<file path="config.mk">
export PLATFORM = sky130hd
export DESIGN_NAME = xfer_phase_sequencer
export DESIGN_NICKNAME = d
export VERILOG_FILES = /design/src/rtl/xps_pkg.sv /design/src/rtl/xps_phase_decode.sv /design/src/rtl/xps_ctrl_fsm.sv /design/src/rtl/xps_conn_ctx.sv /design/src/rtl/xfer_phase_sequencer.sv
export SDC_FILE = /design/constraint.sdc
export NUM_CORES = 1
export LEC_CHECK = 0
export CORE_UTILIZATION = 28
export CTS_BUF_LIST = sky130_fd_sc_hd__clkbuf_8
export CTS_CLUSTER_SIZE = 30
export DETAILED_ROUTE_END_ITERATION = 10
export DONT_BUFFER_PORTS = 1
export GPL_TIMING_DRIVEN = 0
export PLACE_DENSITY = 0.52
export SLEW_MARGIN = 30
export SYNTH_ARGS = -nofsm -noshare
export SYNTH_HDL_FRONTEND = slang
export SYNTH_SLANG_ARGS = --single-unit
</file>
<file path="constraint.sdc">
create_clock -name clk_i -period 1.85 [get_ports clk_i]
set_input_delay 0.0925 -clock clk_i [delete_from_list [all_inputs] [get_ports clk_i]]
set_output_delay 0.0925 -clock clk_i [all_outputs]
set_load 0.02 [all_outputs]
</file>
<file path="src/rtl/xps_pkg.sv">
package xps_pkg;
  localparam int N_HND = 5;
  localparam int H_DATA = 0;
  localparam int H_CMD  = 1;
  localparam int H_MOUT = 2;
  localparam int H_STAT = 3;
  localparam int H_MIN  = 4;

  typedef enum logic [2:0] {
    PH_DOUT = 3'b000,
    PH_DIN  = 3'b001,
    PH_CMD  = 3'b010,
    PH_STAT = 3'b011,
    PH_RSV0 = 3'b100,
    PH_RSV1 = 3'b101,
    PH_MOUT = 3'b110,
    PH_MIN  = 3'b111
  } bus_phase_e;

  typedef enum logic [1:0] {
    ST_IDLE,
    ST_WAIT_REQ,
    ST_BUSY,
    ST_BF_WAIT
  } ctl_state_e;

  localparam logic [7:0] MSG_IDENT    = 8'h80;
  localparam logic [7:0] MSG_NOP      = 8'h08;
  localparam logic [3:0] LAST_BUSFREE = 4'b1000;
endpackage

</file>
<file path="src/rtl/xps_phase_decode.sv">
module xps_phase_decode
  import xps_pkg::*;
(
  input  logic [2:0]       phase_i,
  output logic [N_HND-1:0] onehot_o,
  output logic             bad_o
);
  always_comb begin
    onehot_o = '0;
    bad_o    = 1'b0;
    case (bus_phase_e'(phase_i))
      PH_DOUT, PH_DIN: onehot_o[H_DATA] = 1'b1;
      PH_CMD:          onehot_o[H_CMD]  = 1'b1;
      PH_MOUT:         onehot_o[H_MOUT] = 1'b1;
      PH_STAT:         onehot_o[H_STAT] = 1'b1;
      PH_MIN:          onehot_o[H_MIN]  = 1'b1;
      default:         bad_o            = 1'b1;
    endcase
  end
endmodule

</file>
<file path="src/rtl/xps_ctrl_fsm.sv">
module xps_ctrl_fsm
  import xps_pkg::*;
(
  input  logic             clk_i,
  input  logic             rst_ni,
  input  logic             sel_done_i,
  input  logic             resel_i,
  input  logic             req_i,
  input  logic             bus_free_i,
  input  logic             hnd_done_i,
  input  logic             hnd_end_i,
  input  logic [N_HND-1:0] dec_onehot_i,
  input  logic             dec_bad_i,
  output logic             ev_sel_o,
  output logic             ev_resel_o,
  output logic             ev_sample_o,
  output logic             ev_clear_o,
  output logic             connected_o,
  output logic [N_HND-1:0] start_o,
  output logic             bad_o,
  output logic             ack_o,
  output logic             clr_o
);
  ctl_state_e       state_q, state_d;
  logic [N_HND-1:0] start_q, start_d;
  logic             bad_q, bad_d;
  logic             ack_q, ack_d;
  logic             clr_q, clr_d;

  always_comb begin
    state_d     = state_q;
    start_d     = '0;
    bad_d       = 1'b0;
    ack_d       = 1'b0;
    clr_d       = 1'b0;
    ev_sel_o    = 1'b0;
    ev_resel_o  = 1'b0;
    ev_sample_o = 1'b0;
    ev_clear_o  = 1'b0;
    unique case (state_q)
      ST_IDLE: begin
        if (sel_done_i) begin
          ev_sel_o = 1'b1;
          state_d  = ST_WAIT_REQ;
        end else if (resel_i) begin
          ev_resel_o = 1'b1;
          state_d    = ST_WAIT_REQ;
        end
      end
      ST_WAIT_REQ: begin
        if (req_i) begin
          ev_sample_o = 1'b1;
          if (dec_bad_i) begin
            bad_d = 1'b1;
          end else begin
            start_d = dec_onehot_i;
            state_d = ST_BUSY;
          end
        end
      end
      ST_BUSY: begin
        if (hnd_done_i) begin
          if (hnd_end_i) begin
            ev_clear_o = 1'b1;
            ack_d      = 1'b1;
            clr_d      = 1'b1;
            state_d    = ST_BF_WAIT;
          end else begin
            state_d = ST_WAIT_REQ;
          end
        end
      end
      ST_BF_WAIT: begin
        if (bus_free_i) begin
          state_d = ST_IDLE;
        end else if (req_i) begin
          bad_d   = 1'b1;
          state_d = ST_IDLE;
        end
      end
      default: state_d = ST_IDLE;
    endcase
  end

  always_ff @(posedge clk_i or negedge rst_ni) begin
    if (!rst_ni) begin
      state_q <= ST_IDLE;
      start_q <= '0;
      bad_q   <= 1'b0;
      ack_q   <= 1'b0;
      clr_q   <= 1'b0;
    end else begin
      state_q <= state_d;
      start_q <= start_d;
      bad_q   <= bad_d;
      ack_q   <= ack_d;
      clr_q   <= clr_d;
    end
  end

  assign connected_o = (state_q == ST_WAIT_REQ) || (state_q == ST_BUSY);
  assign start_o     = start_q;
  assign bad_o       = bad_q;
  assign ack_o       = ack_q;
  assign clr_o       = clr_q;
endmodule

</file>
<file path="src/rtl/xps_conn_ctx.sv">
module xps_conn_ctx
  import xps_pkg::*;
#(
  parameter int ID_W  = 4,
  parameter int CFG_W = 8
) (
  input  logic             clk_i,
  input  logic             rst_ni,
  input  logic             ev_sel_i,
  input  logic             ev_resel_i,
  input  logic             ev_sample_i,
  input  logic             ev_data_i,
  input  logic             ev_clear_i,
  input  logic             cfg_en_i,
  input  logic [CFG_W-1:0] cfg_i,
  input  logic [2:0]       phase_i,
  input  logic [ID_W-1:0]  sel_tid_i,
  input  logic [ID_W-1:0]  resel_id_i,
  output logic [7:0]       msg_o,
  output logic [ID_W-1:0]  tid_o,
  output logic [1:0]       flags_o,
  output logic [3:0]       last_o,
  output logic [CFG_W-1:0] cfg_o,
  output logic             bf_en_o
);
  localparam int FLG_IDENT = 0;
  localparam int FLG_DATA  = 1;

  logic [7:0]       msg_q, msg_d;
  logic [ID_W-1:0]  tid_q, tid_d;
  logic [1:0]       flg_q, flg_d;
  logic [3:0]       last_q, last_d;
  logic [CFG_W-1:0] cfg_q, cfg_d;
  logic             bfen_q, bfen_d;

  always_comb begin
    msg_d  = msg_q;
    tid_d  = tid_q;
    flg_d  = flg_q;
    last_d = last_q;
    cfg_d  = cfg_q;
    bfen_d = bfen_q;
    if (ev_clear_i) begin
      cfg_d  = '0;
      flg_d  = '0;
      last_d = LAST_BUSFREE;
      bfen_d = 1'b0;
    end else begin
      if (ev_sel_i) begin
        msg_d            = MSG_IDENT;
        tid_d            = sel_tid_i;
        flg_d[FLG_IDENT] = 1'b1;
        bfen_d           = 1'b1;
      end else if (ev_resel_i) begin
        msg_d            = MSG_NOP;
        tid_d            = resel_id_i;
        flg_d[FLG_IDENT] = 1'b0;
        bfen_d           = 1'b1;
      end
      if (ev_sample_i) begin
        last_d = {1'b0, phase_i};
      end
      if (ev_data_i) begin
        flg_d[FLG_DATA] = 1'b1;
      end
      if (cfg_en_i) begin
        cfg_d = cfg_i;
      end
    end
  end

  always_ff @(posedge clk_i or negedge rst_ni) begin
    if (!rst_ni) begin
      msg_q  <= MSG_NOP;
      tid_q  <= '0;
      flg_q  <= '0;
      last_q <= LAST_BUSFREE;
      cfg_q  <= '0;
      bfen_q <= 1'b0;
    end else begin
      msg_q  <= msg_d;
      tid_q  <= tid_d;
      flg_q  <= flg_d;
      last_q <= last_d;
      cfg_q  <= cfg_d;
      bfen_q <= bfen_d;
    end
  end

  assign msg_o   = msg_q;
  assign tid_o   = tid_q;
  assign flags_o = flg_q;
  assign last_o  = last_q;
  assign cfg_o   = cfg_q;
  assign bf_en_o = bfen_q;
endmodule

</file>
<file path="src/rtl/xfer_phase_sequencer.sv">
module xfer_phase_sequencer
  import xps_pkg::*;
#(
  parameter int ID_W  = 4,
  parameter int CFG_W = 8
) (
  input  logic             clk_i,
  input  logic             rst_ni,
  input  logic             sel_done_i,
  input  logic [ID_W-1:0]  sel_tid_i,
  input  logic             resel_i,
  input  logic [ID_W-1:0]  resel_id_i,
  input  logic             req_i,
  input  logic [2:0]       phase_i,
  input  logic             bus_free_i,
  input  logic             hnd_done_i,
  input  logic             hnd_end_i,
  input  logic             xfer_cfg_we_i,
  input  logic [CFG_W-1:0] xfer_cfg_i,
  output logic [4:0]       hnd_start_o,
  output logic             bad_phase_irq_o,
  output logic             ack_o,
  output logic             clr_state_o,
  output logic [7:0]       msg_out_o,
  output logic [ID_W-1:0]  target_id_o,
  output logic [1:0]       flags_o,
  output logic [3:0]       last_phase_o,
  output logic [CFG_W-1:0] xfer_cfg_o,
  output logic             busfree_irq_en_o
);
  logic [N_HND-1:0] dec_onehot;
  logic             dec_bad;
  logic             ev_sel, ev_resel, ev_sample, ev_clear, connected;
  logic [N_HND-1:0] start_w;

  xps_phase_decode u_dec (
    .phase_i  (phase_i),
    .onehot_o (dec_onehot),
    .bad_o    (dec_bad)
  );

  xps_ctrl_fsm u_fsm (
    .clk_i        (clk_i),
    .rst_ni       (rst_ni),
    .sel_done_i   (sel_done_i),
    .resel_i      (resel_i),
    .req_i        (req_i),
    .bus_free_i   (bus_free_i),
    .hnd_done_i   (hnd_done_i),
    .hnd_end_i    (hnd_end_i),
    .dec_onehot_i (dec_onehot),
    .dec_bad_i    (dec_bad),
    .ev_sel_o     (ev_sel),
    .ev_resel_o   (ev_resel),
    .ev_sample_o  (ev_sample),
    .ev_clear_o   (ev_clear),
    .connected_o  (connected),
    .start_o      (start_w),
    .bad_o        (bad_phase_irq_o),
    .ack_o        (ack_o),
    .clr_o        (clr_state_o)
  );

  xps_conn_ctx #(.ID_W(ID_W), .CFG_W(CFG_W)) u_ctx (
    .clk_i       (clk_i),
    .rst_ni      (rst_ni),
    .ev_sel_i    (ev_sel),
    .ev_resel_i  (ev_resel),
    .ev_sample_i (ev_sample),
    .ev_data_i   (ev_sample & dec_onehot[H_DATA]),
    .ev_clear_i  (ev_clear),
    .cfg_en_i    (xfer_cfg_we_i & connected),
    .cfg_i       (xfer_cfg_i),
    .phase_i     (phase_i),
    .sel_tid_i   (sel_tid_i),
    .resel_id_i  (resel_id_i),
    .msg_o       (msg_out_o),
    .tid_o       (target_id_o),
    .flags_o     (flags_o),
    .last_o      (last_phase_o),
    .cfg_o       (xfer_cfg_o),
    .bf_en_o     (busfree_irq_en_o)
  );

  assign hnd_start_o = start_w;
endmodule

</file>
== Word level (Yosys, flattened, before mapping) ==
Index checks and enable logic that the tools add are counted.

* Bitwise operators: 3
* Multiplexer cells: 46
* Equality and inequality tests: 13
* Reduce and logical (&&, ||, !) cells: 12

{| class="wikitable"
|+ Operator list
! operator !! number
|-
| 8-bit two-way mux || 4
|-
| 1-bit two-way mux || 24
|-
| 2-bit two-way mux || 9
|-
| 4-bit two-way mux || 4
|-
| 5-bit two-way mux || 3
|-
| 2-bit case mux with 4 select lines || 1
|-
| 2-bit nonzero test || 4
|-
| 3-bit by 2-bit == test with 1-bit output, second input constant || 2
|-
| 3-bit == test, second input constant || 2
|-
| 2-bit != test, second input constant || 3
|-
| 3-bit != test, second input constant || 2
|-
| 6-bit OR reduction || 1
|-
| 5-bit AND reduction || 1
|-
| 2-bit == test, second input constant || 2
|-
| 3-bit by 1-bit == test with 1-bit output, second input constant || 1
|-
| 3-bit logical NOT || 1
|-
| 3-bit nonzero test || 1
|-
| 1-bit bitwise AND || 2
|-
| 2-bit by 1-bit == test with 1-bit output, second input constant || 1
|-
| 2-bit logical NOT || 1
|-
| 1-bit case mux with 2 select lines || 1
|-
| 2-bit AND reduction || 1
|-
| 2-bit OR reduction || 1
|-
| 1-bit logical OR || 1
|-
| 1-bit NOT || 1
|}

* Flip-flop bits (word level): 36
* Logic and storage cells: 85
* Input port bits: 28

== Longest topological paths before layout ==
* Depth in word-level cells: 6
* Mapped depth: 6

== Modules after synthesis ==
Synthesis repeated with hierarchy kept, for this count alone.

* Cell total of the unflattened synthesis: 134
* Area total of the unflattened synthesis: 1463.9 µm²

{| class="wikitable"
|+ Modules (own cells, without submodules)
! module !! seq. area each (µm²) !! instances !! cells each !! area an instance (µm²)
|-
| xps_conn_ctx || 528.0 || 1 || 85 || 929.6
|-
| xps_ctrl_fsm || 225.2 || 1 || 41 || 474.2
|-
| xps_phase_decode || 0.0 || 1 || 6 || 47.5
|-
| xfer_phase_sequencer || 0.0 || 1 || 2 || 12.5
|}

== Worst setup path before layout ==
OpenSTA, ideal clock, no wires.

* Kind: flip-flop to flip-flop
* Start: register u_fsm.state_q[1]
* End: register u_fsm.state_q[1]
* Library setup time: 126 ps
* Arrival: 1442 ps
* Path slack: 282 ps
* Stages on the path, launching flop included: 7
* Cell sequence: dfrtp_1 inv_1 ha_1 inv_2 a21oi_2 a211o_1 o32a_1

* Longest elaborated chain between the ends: 3

{| class="wikitable"
|+ RTL lines
! item !! line !! RTL
|-
| start, declared || xps_ctrl_fsm.sv:24 || <nowiki>ctl_state_e state_q, state_d;</nowiki>
|-
| start signal, assigned || xps_ctrl_fsm.sv:93 || <nowiki>state_q <= state_d;</nowiki>
|-
| 2-bit == test, or another cell as far along || xps_ctrl_fsm.sv:40 || <nowiki>unique case (state_q)</nowiki>
|-
| 3-bit != test (no line) / 2-bit != test (equally long branches) || - ||
|-
| 5-bit AND reduction (no line) || - ||
|}

Parallel ways exist; a longest one is shown, timed or not.
A chain may end at the register's enable or synchronous reset.

== Worst setup path in the final report ==
Same ends and word-level chain as after synthesis.

==> flow_summary.ini <==
[grt]
grt_pass1_vias = 995
grt_overflow = 0
grt_first_pass_wirelength_um = 4747
grt_max_degree = 31
gr-usage-all-layers_pct = 12.17
antenna_found_initial = 0

[synthesis]
synth_edf_count = 0
synth_ff_type = dfrtp_1
yosysWarnings = 0
synth-seq-cells = 30
syn-instance-count = 139
synth_area_per_cell_sq_um = 10.05
synthArstFlopShare_pct = 100.0
syn-cell-area_sq_um = 1398
ys_types = 31
ys_seq_area_share_pct = 53.89

[clock_tree]
clock-sinks = 30
cts_max_level = 2
clk_latency_ns = 0.28
cts_buffers = 5
cts_tree = built
path_clk_slew_ns = 0.06
cts_setup_buffers = 0
cts_buffer_depth = 2
clock-root-buffer = clkbuf_8

[floorplan]
die_w_um = 72.65
dieArea_sq_um = 5278
initial_core_util_pct = 29.39
die_y_um = 72.65
std_cell_rows = 25
io_pins = 63
core_sq_um = 4755

[power]
peakVddDrop_mv = 0.3713
leakagePower_nw = 0.8186
powerDensity_nw_per_um2 = 1598

[timing]
finalMaxSlewViolations = 0
hold_viol = 0
fin_crit_ns = 1.697
setup_viol = 0
finClkSkew_ns = 0.004946
hold_slack_ns = 0.005014
rsz0062_at_grt = false
fin_crit_sh_pct = 91.72
fin_tns_setup_ns = 0
max_freq_ghz = 0.5893

[routing]
routed-via-count = 1047
vias_per_cell = 4.532
drt_drc_violations_left = 0
first_iter_violations = 56
routed_wl_um = 3050
dr.pass1.iters = 4
wl_per_cell_um = 13.20
drtAntennaViolNets = 0

[worst_setup_path]
max_stage_delay_ns = 0.41
crit_buf_inv = 2
path_cells = inv_1 > ha_1 > inv_2 > a21oi_2 > a211o_1 > o32a_1
path_class = reg2reg
crit_slowest_cell = dfrtp_2
worst-path-max-fanout = 6
cp.required_ns = 2.00
endpoint_kind = flop
path_delay_family = compound AO/OA/AOI/OAI gates
cp.arrival_ns = 1.85
worst_setup_path_start_kind = flop

[finish]
final_cell_area_sq_um = 1729
diodes = 0
area_delta_synth_final_pct = 23.72
layout-drive-gt1-share_pct = 15.24
final_cells = 231
final_nets = 197

[job]
maxCapViolCount = 0

[placed_design]
port_buffers = 0
place_area_sq_um = 1500
placed_cells = 211
place_congestion = 0.7164
hpwl_um = 2194

[run_status]
outcome = complete, no violations

[worst_hold_path]
hold_path_class = in2reg
## placed cells by master (no fill, tap or decap), types with 2 or more instances in the layout
master	instances
buf_4	7
a21boi_0	2
o21ai_0	7
nand3_1	12
ha_1	6
mux2i_1	4
nand2b_1	2
dlygate4sd3_1	12
clkbuf_8	6
o32a_1	2
conb_1	6
a21oi_1	12
nor3_1	3
dfrtp_1	27
dfstp_2	2
inv_1	3
nor2_1	9
nand2_1	23
clkbuf_1	2
## layer usage
metal / up-vias / GRT usage (%) / share of wire, %
li1: 506 / - / -
met1: 493 / 12.88 / 38
met2: 42 / 21.08 / 52
met3: 6 / 3.867 / 7.8
met4: 0 / 7.407 / 2.4
met5: - / 0 / 0
## worst paths after layout
check                                 startpoint          endpoint  slack, ns  depth (start not counted)
worst max-delay path            u_fsm.state_q[1]  u_fsm.state_q[1]       0.15                          6
worst min-delay path                  phase_i[1]  u_ctx.flags_o[1]      0.005                          3
worst max register to register  u_fsm.state_q[1]  u_fsm.state_q[1]       0.15                          6
worst min register to register   u_ctx.last_o[3]   u_ctx.last_o[3]       0.56                          1
max in group asynchronous                 rst_ni   u_ctx.last_o[3]       1.36                          2
min in group asynchronous                 rst_ni  u_fsm.start_o[4]       0.26                          2
## stage by stage
stage          utilization [%]  setup slack [ns]  total power [mW]
2_1_floorplan                -            0.2816             2.010
3_3_place_gp             31.55            0.1816             2.154
3_5_place_dp             31.55            0.1111             2.209
4_1_cts                  36.42            0.1035             2.787
5_1_grt                  36.37           0.05929             2.970
6_report                 36.37            0.1531             2.763
## flip-flops by register name, indices dropped and copies added (netlist names), 2 cells and up
| signal | flops |
|---|---|
| u_ctx.cfg_o | 8 |
| u_fsm.start_o | 5 |
| u_ctx.last_o | 4 |
| u_ctx.tid_o | 4 |
| u_ctx.flags_o | 2 |
| u_ctx.msg_o | 2 |
| u_fsm.state_q | 2 |
## what timing repair did
item                                    CTS  global route
resized for setup                         0             1
hold buffers                             13             0
endpoints found under the hold margin    47             0
endpoints found under the setup margin    0             9
## cells by family (layout without fill, tap and decap cells)
kind of cell	after synthesis	count (layout)	synth area share, %
compound gates	29	29	13.34
buf+inv	15	35	6.535
fa+ha+maj	6	6	5.371
mux	4	4	2.865
simple gates	54	54	17.73
other cells	1	6	0.2683
flops	30	30	53.89
## worst reg2reg max path: cells and delay by family, from the launching register on
family	cells	cell delay (ns)
DFF	1	0.41
AOI/OAI and AO/OA	3	0.71
adders and majority gates	1	0.28
buffers and inverters	2	0.19
## Yosys cell counts, drive strengths merged (2+ instances only)
| master | instances | share of area, % |
|---|---|---|
| nand2b | 3 | 1.9 |
| a21oi | 13 | 4.9 |
| mux2i | 4 | 2.9 |
| nor3 | 3 | 1.1 |
| clkbuf | 3 | 0.81 |
| dfstp | 2 | 3.8 |
| ha | 6 | 5.4 |
| buf | 9 | 4.9 |
| dfrtp | 28 | 50 |
| inv | 3 | 0.81 |
| nand2 | 23 | 6.2 |
| nor2 | 10 | 2.9 |
| o21ai | 7 | 2.5 |
| a21boi | 2 | 1.1 |
| o32a | 2 | 1.4 |
| nand3 | 12 | 4.3 |
## layout make-up
class / count / area (sq um)
well taps: 67 / 83.83
inverters: 3 / 11.26
flip-flops and latches: 30 / 754.5
plain buffers: 11 / 76.32
clock buffers: 6 / 82.58
fillers: 491 / 3025
clock inverters: 2 / 8.758
repair buffers: 13 / 140.1
multi-input cells: 99 / 571.8
## power by group
| part | switching (mW) | total (mW) | internal [mW] |
|---|---|---|---|
| Clock | 0.233 | 0.527 | 0.294 |
| Sequential | 0.462 | 1.39 | 0.925 |
| Combinational | 0.489 | 0.849 | 0.361 |
| Total | 1.18 | 2.76 | 1.58 |
Power figures use the tool's default switching activity.
